<file path="src/rtl/ast_pkg.sv">
package ast_pkg;

    localparam int OPW     = 18;
    localparam int HALFW   = OPW / 2;
    localparam int NUM_OPS = 5;

    typedef enum logic [2:0] {
        OP_ADD  = 3'd0,
        OP_SUB  = 3'd1,
        OP_MUL  = 3'd2,
        OP_DIV  = 3'd3,
        OP_SQRT = 3'd4
    } op_e;

    typedef enum logic [1:0] {
        ST_LAUNCH = 2'd0,
        ST_WAIT   = 2'd1,
        ST_CHECK  = 2'd2
    } ctl_e;

    typedef struct packed {
        logic [OPW-1:0] value;
        logic           valid;
    } unit_res_t;

    // Golden model, evaluated at elaboration on constant operands.
    function automatic logic [OPW-1:0] golden(op_e op, logic [OPW-1:0] a, logic [OPW-1:0] b);
        logic [2*OPW-1:0] prod;
        int               root;
        prod = {{OPW{1'b0}}, a} * {{OPW{1'b0}}, b};
        root = 0;
        case (op)
            OP_ADD:  return a + b;
            OP_SUB:  return a - b;
            OP_MUL:  return prod[OPW-1:0];
            OP_DIV:  return (b == '0) ? '1 : a / b;
            default: begin
                for (int k = 0; k < (1 << HALFW); k++)
                    if (k * k <= int'(a)) root = k;
                return OPW'(root);
            end
        endcase
    endfunction

endpackage

</file>
<file path="src/rtl/ast_divider.sv">
module ast_divider #(
    parameter int W = 18
) (
    input  logic         clk,
    input  logic         rst,
    input  logic         start,
    input  logic [W-1:0] dividend,
    input  logic [W-1:0] divisor,
    output logic [W-1:0] quotient,
    output logic         busy,
    output logic         valid
);
    localparam int CW = $clog2(W + 1);

    logic [W:0]    rem_q;
    logic [W-1:0]  quo_q, dsr_q;
    logic [CW-1:0] cnt_q;
    logic [W:0]    shifted;

    assign shifted  = {rem_q[W-1:0], quo_q[W-1]};
    assign quotient = quo_q;

    always_ff @(posedge clk) begin
        if (rst) begin
            rem_q <= '0; quo_q <= '0; dsr_q <= '0; cnt_q <= '0;
            busy  <= 1'b0; valid <= 1'b0;
        end else begin
            valid <= 1'b0;
            if (start && !busy) begin
                if (divisor == '0) begin
                    quo_q <= '1;
                    valid <= 1'b1;
                end else begin
                    quo_q <= dividend;
                    rem_q <= '0;
                    dsr_q <= divisor;
                    cnt_q <= CW'(W);
                    busy  <= 1'b1;
                end
            end else if (busy) begin
                if (shifted >= {1'b0, dsr_q}) begin
                    rem_q <= shifted - {1'b0, dsr_q};
                    quo_q <= {quo_q[W-2:0], 1'b1};
                end else begin
                    rem_q <= shifted;
                    quo_q <= {quo_q[W-2:0], 1'b0};
                end
                cnt_q <= cnt_q - 1'b1;
                if (cnt_q == CW'(1)) begin
                    busy  <= 1'b0;
                    valid <= 1'b1;
                end
            end
        end
    end

    p_div_start_idle_r5: assert property (@(posedge clk) disable iff (rst) start |-> !busy);
    p_div_valid_free_r5: assert property (@(posedge clk) disable iff (rst) valid |-> !busy);
endmodule

</file>
<file path="src/rtl/ast_sqrt.sv">
module ast_sqrt #(
    parameter int W = 18
) (
    input  logic           clk,
    input  logic           rst,
    input  logic           start,
    input  logic [W-1:0]   radicand,
    output logic [W/2-1:0] root,
    output logic           busy,
    output logic           valid
);
    localparam int HW = W / 2;
    localparam int CW = $clog2(HW + 1);

    logic [W-1:0]  rad_q;
    logic [HW+2:0] rem_q, cur, trial;
    logic [HW-1:0] root_q;
    logic [CW-1:0] cnt_q;

    assign cur   = {rem_q[HW:0], rad_q[W-1:W-2]};
    assign trial = {1'b0, root_q, 2'b01};
    assign root  = root_q;

    always_ff @(posedge clk) begin
        if (rst) begin
            rad_q <= '0; rem_q <= '0; root_q <= '0; cnt_q <= '0;
            busy  <= 1'b0; valid <= 1'b0;
        end else begin
            valid <= 1'b0;
            if (start && !busy) begin
                rad_q  <= radicand;
                rem_q  <= '0;
                root_q <= '0;
                cnt_q  <= CW'(HW);
                busy   <= 1'b1;
            end else if (busy) begin
                if (cur >= trial) begin
                    rem_q  <= cur - trial;
                    root_q <= {root_q[HW-2:0], 1'b1};
                end else begin
                    rem_q  <= cur;
                    root_q <= {root_q[HW-2:0], 1'b0};
                end
                rad_q <= {rad_q[W-3:0], 2'b00};
                cnt_q <= cnt_q - 1'b1;
                if (cnt_q == CW'(1)) begin
                    busy  <= 1'b0;
                    valid <= 1'b1;
                end
            end
        end
    end

    p_sqrt_start_idle_r6: assert property (@(posedge clk) disable iff (rst) start |-> !busy);
endmodule

</file>
<file path="src/rtl/ast_compare.sv">
module ast_compare #(
    parameter int W = 18
) (
    input  logic [W-1:0] expect_val,
    input  logic [W-1:0] actual_val,
    output logic         differ
);
    always_comb differ = |(expect_val ^ actual_val);
endmodule

</file>
<file path="src/rtl/arith_selftest_slice.sv">
module arith_selftest_slice
    import ast_pkg::*;
#(
    parameter logic [OPW-1:0] OPND_A = 18'd1000,
    parameter logic [OPW-1:0] OPND_B = 18'd7
) (
    input  logic               clk,
    input  logic               rst,
    input  logic [NUM_OPS-1:0] inject_err,
    output logic [NUM_OPS-1:0] op_done,
    output logic [NUM_OPS-1:0] op_error,
    output logic               chk_disagree
);
    localparam int NUM_CHK = 2;

    op_e              op_q;
    ctl_e             st_q;
    logic [OPW-1:0]   res_q, alu_val, inj_mask;
    logic [2*OPW-1:0] prod;
    logic [OPW-1:0]   exp_tab [NUM_OPS];
    logic [NUM_CHK-1:0] miss;
    unit_res_t        div_res, sqrt_res;
    logic [HALFW-1:0] sqrt_root;
    logic             div_busy, sqrt_busy, div_go, sqrt_go;

    for (genvar g = 0; g < NUM_OPS; g++) begin : g_exp
        assign exp_tab[g] = golden(op_e'(g), OPND_A, OPND_B);
    end

    assign prod     = {{OPW{1'b0}}, OPND_A} * {{OPW{1'b0}}, OPND_B};
    assign inj_mask = {{(OPW-1){1'b0}}, inject_err[op_q]};
    assign div_go   = (st_q == ST_LAUNCH) && (op_q == OP_DIV);
    assign sqrt_go  = (st_q == ST_LAUNCH) && (op_q == OP_SQRT);

    always_comb begin
        case (op_q)
            OP_ADD:  alu_val = OPND_A + OPND_B;
            OP_SUB:  alu_val = OPND_A - OPND_B;
            OP_MUL:  alu_val = prod[OPW-1:0];
            default: alu_val = '0;
        endcase
    end

    ast_divider #(.W(OPW)) u_div (
        .clk(clk), .rst(rst), .start(div_go), .dividend(OPND_A), .divisor(OPND_B),
        .quotient(div_res.value), .busy(div_busy), .valid(div_res.valid)
    );

    ast_sqrt #(.W(OPW)) u_sqrt (
        .clk(clk), .rst(rst), .start(sqrt_go), .radicand(OPND_A),
        .root(sqrt_root), .busy(sqrt_busy), .valid(sqrt_res.valid)
    );
    assign sqrt_res.value = {{(OPW-HALFW){1'b0}}, sqrt_root};

    for (genvar c = 0; c < NUM_CHK; c++) begin : g_chk
        ast_compare #(.W(OPW)) u_cmp (
            .expect_val(exp_tab[op_q]), .actual_val(res_q), .differ(miss[c])
        );
    end

    always_ff @(posedge clk) begin
        if (rst) begin
            st_q <= ST_LAUNCH; op_q <= OP_ADD; res_q <= '0;
            op_done <= '0; op_error <= '0; chk_disagree <= 1'b0;
        end else begin
            case (st_q)
                ST_LAUNCH: begin
                    if (op_q == OP_DIV || op_q == OP_SQRT) begin
                        st_q <= ST_WAIT;
                    end else begin
                        res_q <= alu_val ^ inj_mask;
                        st_q  <= ST_CHECK;
                    end
                end
                ST_WAIT: begin
                    if (op_q == OP_DIV && div_res.valid) begin
                        res_q <= div_res.value ^ inj_mask;
                        st_q  <= ST_CHECK;
                    end else if (op_q == OP_SQRT && sqrt_res.valid) begin
                        res_q <= sqrt_res.value ^ inj_mask;
                        st_q  <= ST_CHECK;
                    end
                end
                default: begin
                    op_done[op_q] <= 1'b1;
                    if (miss[0]) op_error[op_q] <= 1'b1;
                    if (miss[0] != miss[1]) chk_disagree <= 1'b1;
                    op_q <= (op_q == OP_SQRT) ? OP_ADD : op_e'(op_q + 3'd1);
                    st_q <= ST_LAUNCH;
                end
            endcase
        end
    end

    for (genvar i = 0; i < NUM_OPS; i++) begin : g_prop
        p_done_sticky_r7: assert property (@(posedge clk) disable iff (rst) op_done[i] |=> op_done[i]);
        p_err_sticky_r8:  assert property (@(posedge clk) disable iff (rst) op_error[i] |=> op_error[i]);
        p_err_has_done_r8: assert property (@(posedge clk) disable iff (rst) op_error[i] |-> op_done[i]);
        if (i > 0) begin : g_ord
            p_done_order_r7: assert property (@(posedge clk) disable iff (rst)
                $rose(op_done[i]) |-> op_done[i-1]);
        end
    end
    p_chk_agree_r9: assert property (@(posedge clk) disable iff (rst) !chk_disagree);
    p_wait_unit_r5: assert property (@(posedge clk) disable iff (rst)
        (st_q == ST_WAIT && op_q == OP_DIV) |-> (div_busy || div_res.valid));
    p_wait_unit_r6: assert property (@(posedge clk) disable iff (rst)
        (st_q == ST_WAIT && op_q == OP_SQRT) |-> (sqrt_busy || sqrt_res.valid));
endmodule

</file>
<file path="config.mk">
export PLATFORM = sky130hd
export DESIGN_NAME = arith_selftest_slice
export DESIGN_NICKNAME = d
export VERILOG_FILES = /design/src/rtl/ast_pkg.sv /design/src/rtl/ast_divider.sv /design/src/rtl/ast_sqrt.sv /design/src/rtl/ast_compare.sv /design/src/rtl/arith_selftest_slice.sv
export SDC_FILE = /design/constraint.sdc
export NUM_CORES = 1
export LEC_CHECK = 0
export CAP_MARGIN = 5
export CORE_UTILIZATION = 60
export CTS_CLUSTER_DIAMETER = 120
export CTS_CLUSTER_SIZE = 20
export DETAILED_ROUTE_END_ITERATION = 8
export PLACE_DENSITY = 0.82
export SYNTH_ARGS = -nofsm -noshare
export SYNTH_HDL_FRONTEND = slang
export SYNTH_SLANG_ARGS = --single-unit
export TNS_END_PERCENT = 10
</file>
<file path="constraint.sdc">
create_clock -name clk -period 6.7 [get_ports clk]
set_input_delay 2.01 -clock clk [delete_from_list [all_inputs] [get_ports clk]]
set_output_delay 2.01 -clock clk [all_outputs]
set_load 0.02 [all_outputs]
</file>
==> impl_metrics.toml, run 1 <==
[min_path]
min_path_type = "flop to flop"
hold_depth = 2

[grt]
grt_max_degree = 64
gr-total-overflow = 0
grt_pass1_vias = 4437
grt_pass1_wl_um = 20900
antenna_found_initial = 0
track_usage = 0.266

[yosys]
ys_async_sr_fraction = 0
synth_nets = 696
synth_edf_count = 0
syn_avg_cell_area_um2 = 8.53
syn_inst = 662
yosys_most_used_dff = "dfxtp_1"
ys_ff_latch = 114
ys_seq_area_frac = 0.404
ys_types = 60
syn_area_um2 = 5650
synth_warnings = 0

[route]
antenna_left = 0
num_vias = 4793
drt_pre_antenna_iters = 7
vias_per_cell = 6.10
drtIter0Drc = 308
drc = 0
wl_per_cell_um = 15.6
drt_wl_total_um = 12200

[clock_tree]
post_cts_buffers = 0
clk_latency_ps = 520
cts_made_buffers = 17
clk_pin_slew_ps = 50
cts_root_buf = "clkbuf_8"
clockBufferDepth = 2
cts_sinks = 114
cts_tree = "yes"
htree_levels = 4
cts.hold.buffers_added = 0
cts_resized = 0

[place]
place_ws_ps = 2880
dpl.cell_count = 754
dp_hpwl_um = 7830
routabilityCongestion = 0.882
portBuffers = 16

[timing]
rsz0062_at_grt = "false"
setup_viol = 0
layout_min_cycle_time_ps = 3510
tightest_slew_ps = 1140
finalSetupTns_ps = 0
slew_violations = 0
layout_setup_ws_ps = 3190
hold_viol_final = 0
fmax_mhz = 285
skew_ps = 7.65
fin_crit_sh = 0.524
whs_ps = 447
maxSlewHeadroom = 0.234

[worst_setup_path]
crit_arrival_ps = 1500
crit_buf_inv = 1
r2r_cells = 8
regToRegSetupSlack_ps = 3650
critPathKind = "flop to primary output"
worst_setup_path_start_kind = "flop"
critPathMaxStageDelay_ps = 640
path_depth = 1
critPathSlowestCell = "clkdlybuf4s50_1"
cp-end-kind = "primary output"
critPathTopFamily = "buffers and inverters"
crit_fanout = 2
path_cells = "clkdlybuf4s50_1"
critPathRequiredTime_ps = 4690

[cells_and_area]
final_cells = 786
num_antenna_cells = 0
nFillCells = 677
areaGrowthSynthToFinish_pct = 13.7
layout_common_cells = "dfxtp_1 (113), nor2_1 (95), a21oi_1 (48)"
layout-drive-gt1-share = 0.0681
multiInputGateArea_um2 = 3100
seqCellArea_um2 = 2280
nets = 696
final_common_cell = "dfxtp_1"

[floorplan]
die_area_um2 = 9800
coreArea_um2 = 9200
die_h_um = 99.0
die_x_um = 99.0
pin_count = 18
start_util = 0.614
row_count = 35

[job]
maxCapViolations = 0

[run_status]
status = "finished, final reports clean"

[pwr]
peakVddDrop_uv = 165
leakage_nw = 2.39
power_density_nw_per_um2 = 273
-- cells by family after synthesis --
logic type / Yosys count / share of synthesized area
adder cells (fa/ha/maj): 27 / 0.0612
AND/OR/NAND/NOR: 222 / 0.193
XOR/XNOR: 25 / 0.0388
multiplexers: 35 / 0.0632
buffers and inverters: 69 / 0.0476
other: 1 / 0.000664
flip-flops: 114 / 0.404
AO/OA/AOI/OAI: 169 / 0.192
-- where the power goes --
part           internal (mW)  total (mW)  switching, mW
clock                  0.604       0.914          0.310
combinational         0.0492       0.121         0.0714
sequential             0.696       0.717         0.0206
-- area by class of cell --
| class | count | area share |
|---|---|---|
| clock inverter | 9 | 0.0199 |
| multi-input combinational | 479 | 0.483 |
| sequential | 114 | 0.356 |
| inverter | 31 | 0.0181 |
| timing repair buffer | 19 | 0.0277 |
| tap | 111 | 0.0216 |
| clock buffer | 23 | 0.0742 |
-- final timing paths --
kind | end | start
max | op_done[3] | op_done[3]
min | op_done[4] | op_done[4]
max reg2reg | res_q[3] | op_q[1]
min reg2reg | op_done[4] | op_done[4]
-- synth_stat cells (all sizes together), types with 2 or more instances --
master	number	share of area
ha	26	0.058
a221oi	8	0.012
xnor2	15	0.023
nand4	2	0.0022
nand2	31	0.022
o22ai	3	0.0033
inv	31	0.021
nor2b	11	0.012
or3	6	0.0078
nand3	11	0.0097
a211o	3	0.0047
a21o	5	0.0069
mux2	2	0.0047
mux2i	33	0.058
o21a	2	0.0027
a31oi	7	0.0078
o41ai	3	0.0047
and3	5	0.0055
xor2	10	0.016
a22oi	9	0.012
a311oi	4	0.0062
a211oi	22	0.029
clkbuf	34	0.023
o211a	2	0.0035
o211ai	2	0.0027
o31ai	3	0.0040
nor4	4	0.0044
nor2	95	0.063
nor3	25	0.022
o21ai	39	0.035
nor3b	4	0.0073
nand2b	9	0.010
nand3b	6	0.0080
dfxtp	114	0.40
a21oi	48	0.043
a2111oi	3	0.0047
o31a	2	0.0031
buf	4	0.0044
a41oi	3	0.0047
or4	2	0.0033
and2	5	0.0055
-- routing by layer --
metal  global-route usage  share of wire  vias to the layer above
met5                    0              0                        -
met4               0.0953          0.011                        0
met3               0.0546          0.046                       20
met2                0.444           0.49                      115
met1                0.340           0.45                     2291
li1                     -              -                     2367
-- state kept, by name (all words and copies together), names as in the netlist --
register / count
op_done: 5
op_error: 5
op_q: 3
res_q: 18
st_q: 2
u_div.busy: 1
u_div.cnt_q: 5
u_div.dsr_q: 1
u_div.quotient: 18
u_div.rem_q: 18
u_div.valid: 1
u_sqrt.busy: 1
u_sqrt.cnt_q: 4
u_sqrt.rad_q: 12
u_sqrt.rem_q: 10
u_sqrt.root: 9
u_sqrt.valid: 1
-- per-stage QoR --
step	utilization	power [mW]	cell area [um2]
final	0.698	1.75	6420
after global routing	0.698	1.81	6420
after CTS	0.698	1.76	6420
after detailed placement	0.633	0.847	5820
after global placement	0.633	0.842	5820
after floorplan	-	0.817	5650
Power figures use the tool's default switching activity.
==> run 2, diff against run 1 <==
Clock period 6.7 ns to 3.65 ns, I/O delays scaled along.
==> run 2 against run 1 <==
Against the previous run: sequential power grew 83%; critical path depth grew 7; die area is the same; global-route usage grew 0.73 points.
==> impl_metrics.toml, run 2 (synthesis results as in run 1) <==
[run_status]
status = "finished, final reports clean"

[grt]
grt_pass1_wl_um = 21300
grt_max_degree = 59
grt_pass1_vias = 4480
track_usage = 0.273
antenna_found_initial = 0
gr-total-overflow = 0

[timing]
setup_viol = 0
maxSlewHeadroom = 0.376
finalSetupTns_ps = 0
fin_crit_sh = 0.786
hold_viol_final = 0
skew_ps = 8.06
tightest_slew_ps = 933
layout_min_cycle_time_ps = 2870
slew_violations = 0
rsz0062_at_grt = "false"
fmax_mhz = 348
whs_ps = 447

[worst_setup_path]
path_cells = "inv_1, ha_1, a21o_1, a211o_1, a41oi_1, and2_0, o21ai_0, a21oi_1"
critPathKind = "flop to flop"
critPathSlowestCell = "and2_0"
worst_setup_path_start_kind = "flop"
crit_buf_inv = 1
critPathMaxStageDelay_ps = 720
critPathTopFamily = "compound AO/OA/AOI/OAI gates"
cp-end-kind = "flop"
crit_arrival_ps = 3310
crit_fanout = 13
critPathRequiredTime_ps = 4090

[cells_and_area]
nets = 701
nFillCells = 692
areaGrowthSynthToFinish_pct = 14.1
final_common_cell = "dfxtp_1"
layout_common_cells = "dfxtp_1 (113), nor2_1 (95), a21oi_1 (48)"
layout-drive-gt1-share = 0.0709
num_antenna_cells = 0
fin_area_um2 = 6440

[place]
portBuffers = 16
routabilityCongestion = 0.903
placed_area_um2 = 5850
dp_hpwl_um = 7870

[clock_tree]
clk_latency_ps = 530
cts_sinks = 114
cts_tree = "yes"
cts_resized = 0
clk_pin_slew_ps = 50
cts_root_buf = "clkbuf_8"
post_cts_buffers = 0
cts_made_buffers = 17
cts.hold.buffers_added = 0
htree_levels = 4
clockBufferDepth = 2

[route]
drt_wl_total_um = 12600
num_vias = 4793
drt_pre_antenna_iters = 5
drc = 0
antenna_left = 0
drtIter0Drc = 241
vias_per_cell = 6.08
wl_per_cell_um = 15.9

[pwr]
power_density_nw_per_um2 = 497
leakage_nw = 2.42
peakVddDrop_uv = 272
p_total_mw = 3.20

[job]
maxCapViolations = 0

[floorplan]
row_count = 35
die_h_um = 99.0
die_area_um2 = 9800
start_util = 0.614
pin_count = 18
die_x_um = 99.0
coreArea_um2 = 9200

[min_path]
min_path_type = "flop to flop"
run 2: cell count changes in the layout (fill, tap and decap cells not counted), sizes merged:
| cell | previous run | this run |
|---|---|---|
| clkbuf | 23 | 24 |
| clkinv | 3 | 2 |
| buf | 4 | 9 |
| clkinvlp | 3 | 0 |
run 2: power breakdown:
group / switching (mW) / total (mW) / internal [mW]
Combinational: 0.138 / 0.232 / 0.0932
Sequential: 0.0312 / 1.31 / 1.28
Clock: 0.547 / 1.66 / 1.12
Total: 0.717 / 3.20 / 2.49
run 2: cell type report:
type / count / area [um2] / area share
well taps: 111 / 139 / 0.0215
inverters: 31 / 116 / 0.0181
repair buffers: 24 / 215 / 0.0334
clock inverters: 5 / 100 / 0.0155
multi-input cells: 479 / 3100 / 0.481
flip-flops and latches: 114 / 2280 / 0.354
clock buffers: 24 / 490 / 0.0761
run 2: worst paths after layout:
check                       start               to  slack, ps  cells after the start
setup / recovery   u_sqrt.root[7]  u_sqrt.rem_q[5]        780                      8
hold / removal    u_sqrt.rad_q[7]  u_sqrt.rad_q[9]        450                      2
setup reg to reg   u_sqrt.root[7]  u_sqrt.rem_q[5]        780                      8
hold reg to reg   u_sqrt.rad_q[7]  u_sqrt.rad_q[9]        450                      2
run 2: per-stage QoR:
stage | cells | utilization | setup slack [ps]
5_1_grt | 788 | 0.701 | 591
3_5_place_dp | 759 | 0.637 | 830
6_report | 788 | 0.701 | 780
2_1_floorplan | 662 | - | 1280
3_3_place_gp | 759 | 0.637 | 918
4_1_cts | 788 | 0.701 | 801
run 2: per-layer routing:
metal  wire, um  track usage  part of all wire
met5          0            0                 0
met4        286        0.123             0.023
met3        492       0.0617             0.039
met2       6150        0.457              0.49
met1       5630        0.335              0.45
run 2: tightest hold or removal path, delay by kind of cell (launching register included):
family	cells	cell delay [ps]
compound gates	1	50
simple gates	1	50
flops	1	300
